<file path="src/rtl/color_pick.sv">
module color_pick #(
  parameter int P    = 2,
  parameter int CMAX = 4,
  localparam int CW  = (CMAX > 1) ? $clog2(CMAX) : 1,
  localparam int TW  = (P > 1) ? $clog2(P) : 1
) (
  input  logic            clk,
  input  logic            rst_n,
  input  logic            round_flag,
  input  logic            rd_vld,
  input  logic            rd_second,
  input  logic [P*CW-1:0] rd_color,
  input  logic [P-1:0]    rd_round,
  input  logic [P-1:0]    rd_self,
  input  logic [TW-1:0]   wr_tbl,
  output logic [CW-1:0]   sel_color,
  output logic [P-1:0]    sel_wen,
  output logic            sel_ovf
);

  logic [CMAX-1:0] acc_q, dec, full;
  logic [CW-1:0]   free_idx;
  logic            free_ok;

  always_comb begin
    dec = '0;
    for (int i = 0; i < P; i++)
      if (!rd_self[i] && rd_round[i] == round_flag &&
          int'(rd_color[i*CW +: CW]) < CMAX)
        dec[rd_color[i*CW +: CW]] = 1'b1;
  end

  assign full = acc_q | dec;

  always_comb begin
    free_ok  = 1'b0;
    free_idx = '0;
    for (int j = CMAX-1; j >= 0; j--)
      if (!full[j]) begin
        free_ok  = 1'b1;
        free_idx = CW'(j);
      end
  end

  always_ff @(posedge clk or negedge rst_n) begin
    if (!rst_n) begin
      acc_q     <= '0;
      sel_color <= '0;
      sel_wen   <= '0;
      sel_ovf   <= 1'b0;
    end else begin
      sel_wen <= '0;
      sel_ovf <= 1'b0;
      if (rd_vld) begin
        if (!rd_second) acc_q <= dec;
        else if (free_ok) begin
          sel_color <= free_idx;
          sel_wen   <= P'(1) << wr_tbl;
        end else sel_ovf <= 1'b1;
      end
    end
  end

  a_r6_wen_onehot: assert property (@(posedge clk) disable iff (!rst_n)
    $onehot0(sel_wen));

  a_r7_ovf_no_write: assert property (@(posedge clk) disable iff (!rst_n)
    sel_ovf |-> sel_wen == '0);

  a_r8_quiet: assert property (@(posedge clk) disable iff (!rst_n)
    !(rd_vld && rd_second) |=> (sel_wen == '0 && !sel_ovf));

  a_r5_answers: assert property (@(posedge clk) disable iff (!rst_n)
    (rd_vld && rd_second) |=> (sel_wen != '0 || sel_ovf));

  a_r6_target: assert property (@(posedge clk) disable iff (!rst_n)
    (rd_vld && rd_second) |=> (sel_ovf || sel_wen == (P'(1) << $past(wr_tbl))));

  a_r7_color_held: assert property (@(posedge clk) disable iff (!rst_n)
    sel_ovf |-> $stable(sel_color));

endmodule

</file>
<file path="config.mk">
export PLATFORM = sky130hd
export DESIGN_NAME = color_pick
export DESIGN_NICKNAME = d
export VERILOG_FILES = /design/src/rtl/color_pick.sv
export SDC_FILE = /design/constraint.sdc
export NUM_CORES = 1
export LEC_CHECK = 0
export ABC_AREA = 1
export BUFFER_PORTS_ARGS = -buffer_cell sky130_fd_sc_hd__clkbuf_2
export CORE_AREA = 2 2 39 41
export DETAILED_ROUTE_END_ITERATION = 10
export DIE_AREA = 0 0 41 43
export GPL_ROUTABILITY_DRIVEN = 0
export GPL_TIMING_DRIVEN = 0
export PLACE_DENSITY = 0.72
export RECOVER_POWER = 100
export SLEW_MARGIN = 15
export SYNTH_ARGS = -nofsm -noshare
export SYNTH_HDL_FRONTEND = slang
export SYNTH_SLANG_ARGS = --single-unit
</file>
<file path="constraint.sdc">
create_clock -name clk -period 1.3 [get_ports clk]
set_input_delay 0.195 -clock clk [delete_from_list [all_inputs] [get_ports clk]]
set_output_delay 0.195 -clock clk [all_outputs]
set_load 0.02 [all_outputs]
</file>
==> qor.yml <==
status: "finished clean"
initial_utilization_pct: 43.2
end_kind: "flop"
drt_iter0_drc: 12
netlist_instances: 84
p_int_mw: 0.499
grt_pass1_vias: 498
drive_above_1_share_pct: 25.2
dieWidth_um: 41
ys.flop_type: "dfrtp_1"
place_inst: 118
ys_types: 13
avgSynthCellArea_um2: 7.12
wl_per_cell_um: 9.25
final_area_um2: 727
dp_hpwl_um: 971
yosys.area.top_type_share_pct: 37.7
cp.arrival_ns: 1.25
worstPathRequired_ns: 1.45
synth_xor_area_share_pct: 0
clock_latency_ns: 0.26
cp_max_fo: 3
synth-edff-count: 0
root_buffer: "clkbuf_4"
vias: 562
antenna_left: 0
die_area_mm2: 0.00176
synthAdderAreaFrac_pct: 0
track_usage_pct: 17.0
hold_viol: 0
seq_area_frac_synth_pct: 37.7
synth-warning-count: 0
cp-start-kind: "flop"
syn_nets: 98
grt_max_degree: 10
crit_family: "simple AND/OR/NAND/NOR gates"
crit_type: "reg -> reg"
io_pins: 19
vdd_drop_max_v: 0.000645
n_antenna_cell: 0
swShare_pct: 31.7
yosysTopAreaCell: "dfrtp_1"
combPwrFrac_pct: 26.8
finalSetupViolations: 0
finalCritPeriodShare_pct: 84.5
slowest_stage: "dfrtp_1"
core_mm2: 0.00138
slew_headroom_pct: 68.2
drc_errors: 0
totalPowerFinal_mw: 0.730
clkPwrFrac_pct: 28.8
cts_tree: "yes"
synth-compound-area-share_pct: 7.11
htree_levels: 1
crit_buf_inv: 1
fin_cells: 123
drv_cap: 0
yosys_register_bits: 9
cts_inserted_buffers: 3
synth_mux_area_share_pct: 0
crit_path_frequent_cell: "nand2_1"
power_density_mw_per_mm2: 1000
tns_ns: 0
rows: 14
period_minus_slack_ns: 1.10
synthTopCellsByCount: "inv_1, nor2_1, nand2_1"
grt_pass1_wl_mm: 1.93
rsz0062_at_grt: "false"
crit_chain: "nand3b_2 > nand2_1 > inv_2 > nand2_1 > nand2_1 > nand2_1 > nand2_1"
placed_cell_area_um2: 708
fin_nets: 122
first_pass_iters: 4
maxSlewViolCount: 0
wl_mm: 1.14
ctsLongestPathBuffers: 2
worst_slew_pin_slew_ns: 0.477
power_leakage_nw: 0.445
area_growth_pct: 21.5
cts_sinks: 9
port_buffers: 18
cts_setup_buffers: 0
final.setup_skew_ns: 0.000476
hold_path.class: "in -> reg"
avgViaCountPerCell: 4.57
synth_top_family_by_area: "simple AND/OR/NAND/NOR gates"
grt_overflow_total: 0
p_sw_mw: 0.231
fmax_mhz: 910
p_seq_share_pct: 44.4
synthSimpleGateAreaFrac_pct: 42.7
slowest_delay_ns: 0.37
pre_cts_slack_ns: 0.124
synth_area_leaders: "dfrtp_1, inv_1, nand3_2, nor2_1, nand2_1"
die_h_um: 43
synth-async-reset-ratio_pct: 100
setup_slack_ns: 0.201
antenna_found_initial: 0
ctsResizeCount: 0
syn_area_um2: 598
path_clk_slew_ns: 0.06
yosysMostFrequentCell: "inv_1"
## repair_timing
item / in CTS / in global routing
hold buffers: 1 / 0
endpoints found under the hold margin: 9 / 0
endpoints found under the setup margin: 0 / 0
## area by class of cell
| cell class | instances | area (um^2) |
|---|---|---|
| Clock buffer | 4 | 26.3 |
| Fill cell | 146 | 657 |
| Inverter | 20 | 75.1 |
| Multi-Input combinational cell | 55 | 290 |
| Sequential cell | 9 | 225 |
| Tap cell | 16 | 20.0 |
| Timing Repair Buffer | 19 | 90.1 |
## placed cells by master, fill, tap and decap left out
cell type / synthesis / final
clkbuf_2: 0 / 10
nand2_2: 6 / 3
a21oi_1: 7 / 7
nand3_1: 1 / 1
clkbuf_4: 0 / 3
nand4_1: 4 / 4
nor2_1: 15 / 15
dfrtp_1: 9 / 9
a21o_1: 1 / 1
inv_2: 3 / 3
nand3_2: 6 / 6
nand3b_2: 1 / 1
nand2_1: 13 / 16
nand2_4: 1 / 1
dlygate4sd3_1: 0 / 1
clkbuf_1: 0 / 9
inv_1: 17 / 17
## kinds of logic (layout without fill, tap and decap cells)
group / count (synthesis) / in the layout
AO/OA/AOI/OAI: 8 / 8
buffers and inverters: 20 / 43
flip-flops: 9 / 9
AND/OR/NAND/NOR: 47 / 47
## worst reg2reg max path, stage by stage (launching register included)
cell	delay [ns]
dfrtp_1	0.37
nand3b_2	0.21
nand2_1	0.12
inv_2	0.03
nand2_1	0.06
nand2_1	0.08
nand2_1	0.06
nand2_1	0.06
## registers in the layout, indices dropped and copies added (netlist names)
| register | cells |
|---|---|
| acc_q | 4 |
| sel_color | 2 |
| sel_wen | 2 |
| sel_ovf | 1 |
## through the flow
step | hold slack [ns] | util (%)
detailed placement | 0.0638 | 51.2
global placement | 0.0592 | 51.2
global route | 0.0952 | 52.5
CTS | 0.0986 | 53.8
finish | 0.102 | 52.5
floorplan | -0.101 | -
## power by group through the flow
stage,registers (mW),logic (mW),clock network [mW]
floorplan,0.347,0.118,0
global placement,0.327,0.197,0
detailed placement,0.330,0.204,0
CTS,0.325,0.208,0.220
global route,0.328,0.223,0.236
finish,0.324,0.195,0.210
## final timing paths
kind	start	to	slack (ns)	cells past startpoint
min in group asynchronous	rst_n	sel_wen[1]	0.40	2
hold / removal	wr_tbl	sel_wen[0]	0.10	2
setup reg to reg	acc_q[2]	sel_color[0]	0.20	7
max in group asynchronous	rst_n	acc_q[2]	0.58	2
setup / recovery	acc_q[2]	sel_color[0]	0.20	7
hold reg to reg	acc_q[2]	acc_q[2]	0.47	1
## metal layers
metal | wire [um] | up-vias | track usage [%]
li1 | - | 305 | -
met3 | 74 | 2 | 9.42
met2 | 568 | 13 | 25.0
met5 | 0 | - | 0
met1 | 484 | 242 | 20.1
met4 | 10 | 0 | 6.00
Note: power is estimated with default switching activity, not from simulation.
